==> config.mk <==
export PLATFORM = sky130hd
export DESIGN_NAME = smt_sched
export DESIGN_NICKNAME = d
export VERILOG_FILES = /design/src/rtl/smt_sched_pkg.sv /design/src/rtl/smt_ins_arb.sv /design/src/rtl/smt_age_pick.sv /design/src/rtl/smt_sched.sv
export SDC_FILE = /design/constraint.sdc
export NUM_CORES = 1
export LEC_CHECK = 0
export ABC_CLOCK_PERIOD_IN_PS = 4100
export BUFFER_PORTS_ARGS = -buffer_cell sky130_fd_sc_hd__buf_2
export CORE_ASPECT_RATIO = 2
export CORE_MARGIN = 4
export CORE_UTILIZATION = 35
export CTS_CLUSTER_DIAMETER = 30
export DETAILED_ROUTE_END_ITERATION = 7
export GPL_ROUTABILITY_DRIVEN = 0
export GPL_TIMING_DRIVEN = 1
export SYNTH_ARGS = -nofsm -noshare
export SYNTH_HDL_FRONTEND = slang
export SYNTH_SLANG_ARGS = --single-unit
==> constraint.sdc <==
create_clock -name clk -period 4.1 [get_ports clk]
set_input_delay 0.205 -clock clk [delete_from_list [all_inputs] [get_ports clk]]
set_output_delay 0.205 -clock clk [all_outputs]
set_load 0.1 [all_outputs]
==> src/rtl/smt_sched_pkg.sv <==
package smt_sched_pkg;
  localparam int TAGW = 6;

  typedef struct packed {
    logic            tid;
    logic [TAGW-1:0] s1;
    logic            r1;
    logic [TAGW-1:0] s2;
    logic            r2;
    logic [TAGW-1:0] dst;
  } slot_t;
endpackage

==> src/rtl/smt_ins_arb.sv <==
module smt_ins_arb #(
  parameter int CAP  = 5,
  parameter int CNTW = 4
) (
  input  logic                 clk,
  input  logic                 rst_n,
  input  logic [1:0]           in_valid,
  input  logic [1:0][CNTW-1:0] cnt,
  input  logic                 has_free,
  output logic [1:0]           grant
);
  logic       last_q;
  logic       pref;
  logic [1:0] can;

  assign pref = ~last_q;

  for (genvar t = 0; t < 2; t++) begin : g_can
    assign can[t] = in_valid[t] && (cnt[t] < CNTW'(CAP)) && has_free;
  end

  always_comb begin
    grant = '0;
    if (can[pref])       grant[pref]  = 1'b1;
    else if (can[~pref]) grant[~pref] = 1'b1;
  end

  // last admitted thread; reset value makes thread 0 preferred
  always_ff @(posedge clk or negedge rst_n) begin
    if (!rst_n)      last_q <= 1'b1;
    else if (|grant) last_q <= grant[1];
  end

  p_single_grant_r2: assert property (@(posedge clk) disable iff (!rst_n)
    $onehot0(grant));

  p_alt_r2: assert property (@(posedge clk) disable iff (!rst_n)
    (can == 2'b11 && $past(|grant)) |-> (grant != $past(grant)));
endmodule

==> src/rtl/smt_age_pick.sv <==
module smt_age_pick #(
  parameter int DEPTH = 8,
  parameter int IDXW  = 3
) (
  input  logic             clk,
  input  logic             rst_n,
  input  logic             ins,
  input  logic [IDXW-1:0]  ins_idx,
  input  logic [DEPTH-1:0] elig,
  output logic             any,
  output logic [IDXW-1:0]  pick_idx
);
  // ovr[i][j] set: entry i was admitted before entry j
  logic [DEPTH-1:0][DEPTH-1:0] ovr;
  logic [DEPTH-1:0]            win;

  always_ff @(posedge clk or negedge rst_n) begin
    if (!rst_n) begin
      ovr <= '0;
    end else if (ins) begin
      for (int j = 0; j < DEPTH; j++) begin
        ovr[ins_idx][j] <= 1'b0;
        if (IDXW'(j) != ins_idx) ovr[j][ins_idx] <= 1'b1;
      end
    end
  end

  for (genvar i = 0; i < DEPTH; i++) begin : g_win
    logic [DEPTH-1:0] older_col;
    for (genvar j = 0; j < DEPTH; j++) begin : g_col
      assign older_col[j] = (i != j) && ovr[j][i];
    end
    assign win[i] = elig[i] && !(|(elig & older_col));
  end

  always_comb begin
    pick_idx = '0;
    for (int i = 0; i < DEPTH; i++)
      if (win[i]) pick_idx = IDXW'(i);
  end

  assign any = |elig;

  p_one_oldest_r9: assert property (@(posedge clk) disable iff (!rst_n)
    (elig != '0) |-> ($countones(win) == 1));
endmodule

==> src/rtl/smt_sched.sv <==
module smt_sched
  import smt_sched_pkg::*;
#(
  parameter int DEPTH = 8,
  parameter int CAP   = 5
) (
  input  logic                 clk,
  input  logic                 rst_n,
  input  logic [1:0]           in_valid,
  output logic [1:0]           in_ready,
  input  logic [1:0][TAGW-1:0] in_src1,
  input  logic [1:0]           in_src1_rdy,
  input  logic [1:0][TAGW-1:0] in_src2,
  input  logic [1:0]           in_src2_rdy,
  input  logic [1:0][TAGW-1:0] in_dst,
  input  logic                 wb_valid,
  input  logic [TAGW-1:0]      wb_tag,
  output logic                 dq_valid,
  input  logic                 dq_ready,
  output logic                 dq_tid,
  output logic [TAGW-1:0]      dq_src1,
  output logic [TAGW-1:0]      dq_src2,
  output logic [TAGW-1:0]      dq_dst
);
  localparam int IDXW = $clog2(DEPTH);
  localparam int CNTW = $clog2(DEPTH + 1);

  slot_t                 ent [DEPTH];
  logic [DEPTH-1:0]      vld_q;
  logic [1:0][CNTW-1:0]  cnt_q;
  logic [IDXW-1:0]       free_idx;
  logic [IDXW-1:0]       pick_idx;
  logic [DEPTH-1:0]      elig;
  logic [1:0]            grant;
  logic                  has_free, ins, gt, fire, any;
  slot_t                 new_e;

  always_comb begin
    free_idx = '0;
    for (int i = DEPTH - 1; i >= 0; i--)
      if (!vld_q[i]) free_idx = IDXW'(i);
  end
  assign has_free = ~&vld_q;

  smt_ins_arb #(.CAP(CAP), .CNTW(CNTW)) u_arb (
    .clk(clk), .rst_n(rst_n), .in_valid(in_valid), .cnt(cnt_q),
    .has_free(has_free), .grant(grant)
  );

  assign in_ready = grant;
  assign ins      = |grant;
  assign gt       = grant[1];

  // incoming micro-op with same-cycle broadcast bypass
  always_comb begin
    new_e.tid = gt;
    new_e.s1  = in_src1[gt];
    new_e.s2  = in_src2[gt];
    new_e.dst = in_dst[gt];
    new_e.r1  = in_src1_rdy[gt] || (wb_valid && wb_tag == in_src1[gt]);
    new_e.r2  = in_src2_rdy[gt] || (wb_valid && wb_tag == in_src2[gt]);
  end

  for (genvar i = 0; i < DEPTH; i++) begin : g_elig
    assign elig[i] = vld_q[i] && ent[i].r1 && ent[i].r2;
  end

  smt_age_pick #(.DEPTH(DEPTH), .IDXW(IDXW)) u_age (
    .clk(clk), .rst_n(rst_n), .ins(ins), .ins_idx(free_idx),
    .elig(elig), .any(any), .pick_idx(pick_idx)
  );

  assign dq_valid = any;
  assign dq_tid   = ent[pick_idx].tid;
  assign dq_src1  = ent[pick_idx].s1;
  assign dq_src2  = ent[pick_idx].s2;
  assign dq_dst   = ent[pick_idx].dst;
  assign fire     = dq_valid && dq_ready;

  always_ff @(posedge clk or negedge rst_n) begin
    if (!rst_n) begin
      vld_q <= '0;
      for (int i = 0; i < DEPTH; i++) ent[i] <= '0;
    end else begin
      for (int i = 0; i < DEPTH; i++) begin
        if (ins && free_idx == IDXW'(i)) begin
          vld_q[i] <= 1'b1;
          ent[i]   <= new_e;
        end else begin
          if (fire && pick_idx == IDXW'(i)) vld_q[i] <= 1'b0;
          if (wb_valid && wb_tag == ent[i].s1) ent[i].r1 <= 1'b1;
          if (wb_valid && wb_tag == ent[i].s2) ent[i].r2 <= 1'b1;
        end
      end
    end
  end

  for (genvar t = 0; t < 2; t++) begin : g_cnt
    always_ff @(posedge clk or negedge rst_n) begin
      if (!rst_n) cnt_q[t] <= '0;
      else cnt_q[t] <= cnt_q[t] + CNTW'(grant[t]) - CNTW'(fire && dq_tid == 1'(t));
    end

    p_cap_r4: assert property (@(posedge clk) disable iff (!rst_n)
      cnt_q[t] <= CNTW'(CAP));
  end

  p_occ_r10: assert property (@(posedge clk) disable iff (!rst_n)
    $countones(vld_q) == (32'(cnt_q[0]) + 32'(cnt_q[1])));

  p_full_r5: assert property (@(posedge clk) disable iff (!rst_n)
    (&vld_q) |-> (in_ready == 2'b00));

  p_hold_r11: assert property (@(posedge clk) disable iff (!rst_n)
    (dq_valid && !dq_ready) |=> dq_valid);

  p_bypass_r7: assert property (@(posedge clk) disable iff (!rst_n)
    (ins && wb_valid && wb_tag == in_src1[gt]) |=> ent[$past(free_idx)].r1);

  p_ready_r8: assert property (@(posedge clk) disable iff (!rst_n)
    dq_valid |-> (vld_q[pick_idx] && ent[pick_idx].r1 && ent[pick_idx].r2));
endmodule

==> key figures <==
Outcome
  – Status: finished clean

Logic synthesis
  – Synth area leader: dfrtp_1
  – Synthesized-area fraction occupied by adder cells: 1.39%
  – Compound-cell area share of the yosys netlist: 17.2%
  – Largest family of logic cells by synthesized area: compound AO/OA/AOI/OAI gates
  – Ys flop type: dfrtp_1
  – Seq/Total Area, Yosys: 49.3%
  – #FFs+latches synth: 234
  – Post-synthesis simple-gate area fraction: 15.5%
  – Post-synthesis mux area share: 4.33%
  – Post-synthesis xor/xnor area fraction: 8.26%
  – Number of synthesized flops with an enable pin: 0
  – Synth cell types: 63
  – Asr flop ratio synth: 100%
  – Synth Net Count: 1297
  – Post-Syn Instances: 1233
  – Synth warnings: 0
  – Share of the synthesized area in the top cell type: 49.1%
  – Area contributors post-synth: dfrtp_1 (49%), o21ai_0 (6.8%), nand2_1 (6.6%)
  – Mapped Avg Cell Area: 9.63 um^2
  – Cell area after synthesis: 0.0119 mm^2

Clocking
  – CTS clk-pin slew, worst paths: 50 ps
  – H-tree depth: 2
  – Root Driver: clkbuf_16
  – CTS tree: done
  – Clock Path Buffers: 3
  – Worst-Skew Late Latency: 530 ps
  – CTS Sinks: 234
  – CTS Buf Count: 35

Worst hold path
  – Hold Crit Class: in2reg

Die
  – Row cnt: 95
  – Chip width: 138 um
  – Vert. Die Dim: 268 um
  – Io pins: 74
  – Initial core utilization: 35.4%
  – Core Footprint: 0.0335 mm^2
  – Die area: 0.0371 mm^2

STA
  – Hold Fails Final Rpt: 0
  – Min Clock Period, post-route: 3990 ps
  – F_max: 0.251 GHz
  – Fin crit share: 97.2%
  – Final slew viol count: 0
  – Worst slew pin tran: 1120 ps
  – Layout Skew: 16.7 ps
  – Slew HR: 25.4%
  – Setup-failing EPs final: 0
  – RSZ-0062 raised after global routing: false

Setup path
  – CP max stage cell: dfrtp_1
  – Crit path max-delay family: compound AO/OA/AOI/OAI gates
  – Cell Chain, Critical Path: and3_1 > a22o_1 > nor3_4 > o21ba_2 > buf_4 > nand2_8 > buf_12 > buf_4 > mux2_2 > a222oi_1 > o21ai_1 > buf_12
  – CP endpoint kind: primary output
  – Crit path kind: reg2out
  – Max Fanout on Critical Path: 13
  – R2r setup slk: 170 ps
  – Crit path required time: 3890 ps
  – Arrival time worst endpoint: 3780 ps
  – Worst Setup Start Kind: flop
  – Buffers and inverters on the worst path: 4
  – Crit-path max cell delay: 450 ps

Drt
  – Initial DRC Count: 958
  – DR WL/cell: 23.4 um
  – Final Routed Wirelength: 41700 um
  – First-pass iteration count of the detailed router: 6
  – DR DRC count: 0
  – Routed Antenna Nets: 0
  – Via count: 10000
  – Vias/cell: 5.64

Final layout
  – Antenna cells: 0
  – Nets: 1383
  – Area grow syn2layout: 22.4%
  – Fill cells: 3301
  – Most frequent cells in the layout: dfrtp_1 (231), nand2_1 (208), o21ai_0 (148)
  – Design area: 0.0145 mm^2
  – Most common cell after layout, fill and taps aside: dfrtp_1
  – Proportion of layout cells with a drive suffix above 1: 19.1%
  – Core Util, Final: 43.4%
  – Finished Layout Cells: 1779

Placed design
  – Area after DPL: 0.0131 mm^2
  – Post-DP HPWL: 28300 um
  – Dpl cells: 1702
  – I/O Buffers: 73

Job
  – Max-cap violation count: 0

Global routing
  – First-pass GRT wire length: 63100 um
  – Grt ovf: 0
  – GRT Total Usage: 22.3%
  – Largest net degree at the start of global routing: 100
  – Antenna violations before repair: 0
  – Vias in the first global route: 10200
==> final timing paths <==
kind	startpoint	cells after the start	end
worst max-delay path	vld_q[3]	12	dq_dst[5]
worst min-delay path	in_src2[3]	3	ent[157]
worst max register to register	ent[111]	13	cnt_q[2]
worst min register to register	ent[129]	2	ent[129]
max in group asynchronous	rst_n	3	ent[48]
min in group asynchronous	rst_n	2	ent[37]
==> synthesized netlist by cell type, drive strengths merged (4+ instances only) <==
| master | count |
|---|---|
| clkbuf | 58 |
| and3 | 8 |
| nand2 | 210 |
| o22ai | 18 |
| o21ai | 163 |
| nor4 | 18 |
| o2111ai | 7 |
| a311o | 9 |
| a22o | 6 |
| buf | 28 |
| a21o | 7 |
| nand3 | 23 |
| nand2b | 6 |
| inv | 22 |
| o21a | 12 |
| mux2 | 18 |
| nor3 | 14 |
| nand4 | 38 |
| or3 | 8 |
| nor2 | 70 |
| dfrtp | 233 |
| a222oi | 19 |
| a211o | 6 |
| xnor2 | 56 |
| a21oi | 40 |
| xor2 | 56 |
| a31o | 4 |
| mux2i | 30 |
| ha | 10 |
==> what timing repair did <==
item / 4_1_cts / 5_1_grt
hold endpoints to repair: 97 / 0
gates resized for setup: 6 / 10
hold buffers: 2 / 0
gates cloned: 1 / 1
setup buffers: 5 / 7
endpoints found under the setup margin: 13 / 20
pin swaps: 1 / 8
==> layout make-up <==
cell class	instances	area, um^2	area share [%]
Clock buffer	39	932	6.41
Multi-Input combinational cell	891	5640	38.8
Inverter	22	82.6	0.568
Sequential cell	234	5860	40.3
Clock inverter	22	246	1.70
Timing Repair Buffer	135	1230	8.47
Tap cell	436	546	3.75
==> per-layer routing <==
metal	vias to the layer above	global-route usage, %	wire length (um)	share of wire (%)
li1	4518	-	-	-
met4	0	15.2	3150	7.5
met2	456	39.8	21300	51
met5	-	0	0	0
met3	169	3.27	2360	5.7
met1	4891	24.4	14900	36
==> worst register-to-register path: cells and delay by family, from the launching register on <==
kind	cells	cell delay, ps
flip-flops	1	410
AO/OA/AOI/OAI	6	1960
AND/OR/NAND/NOR	2	360
adder cells (fa/ha/maj)	3	880
buffers and inverters	1	40
XOR/XNOR	1	170
==> sequential cells by signal, indices dropped and copies added, names as in the netlist, named ones only <==
| name | count |
|---|---|
| u_arb.last_q | 1 |
| cnt_q | 8 |
| ent | 168 |
| u_age.g_win.older_col | 46 |
| vld_q | 8 |
==> cell families (layout without fill, tap and decap cells) <==
group / count (synthesis) / count (layout)
compound gates: 311 / 311
xor+xnor: 112 / 112
fa+ha+maj: 12 / 12
buf+inv: 108 / 218
flops: 234 / 234
mux: 48 / 48
simple gates: 408 / 408
==> metrics by stage <==
step / TNS, ps / hold slack (ps) / worst slack (ps)
finish: 0 / 110 / 114
global route: 0 / 110 / 5.28
CTS: 0 / 92.3 / 14.6
detailed placement: 0 / 298 / 124
global placement: 0 / 298 / 210
floorplan: -67.9 / -90.6 / -67.9
Power is not shown: default switching activity piles up to over one toggle a cycle in this logic, so the estimate is an artifact.
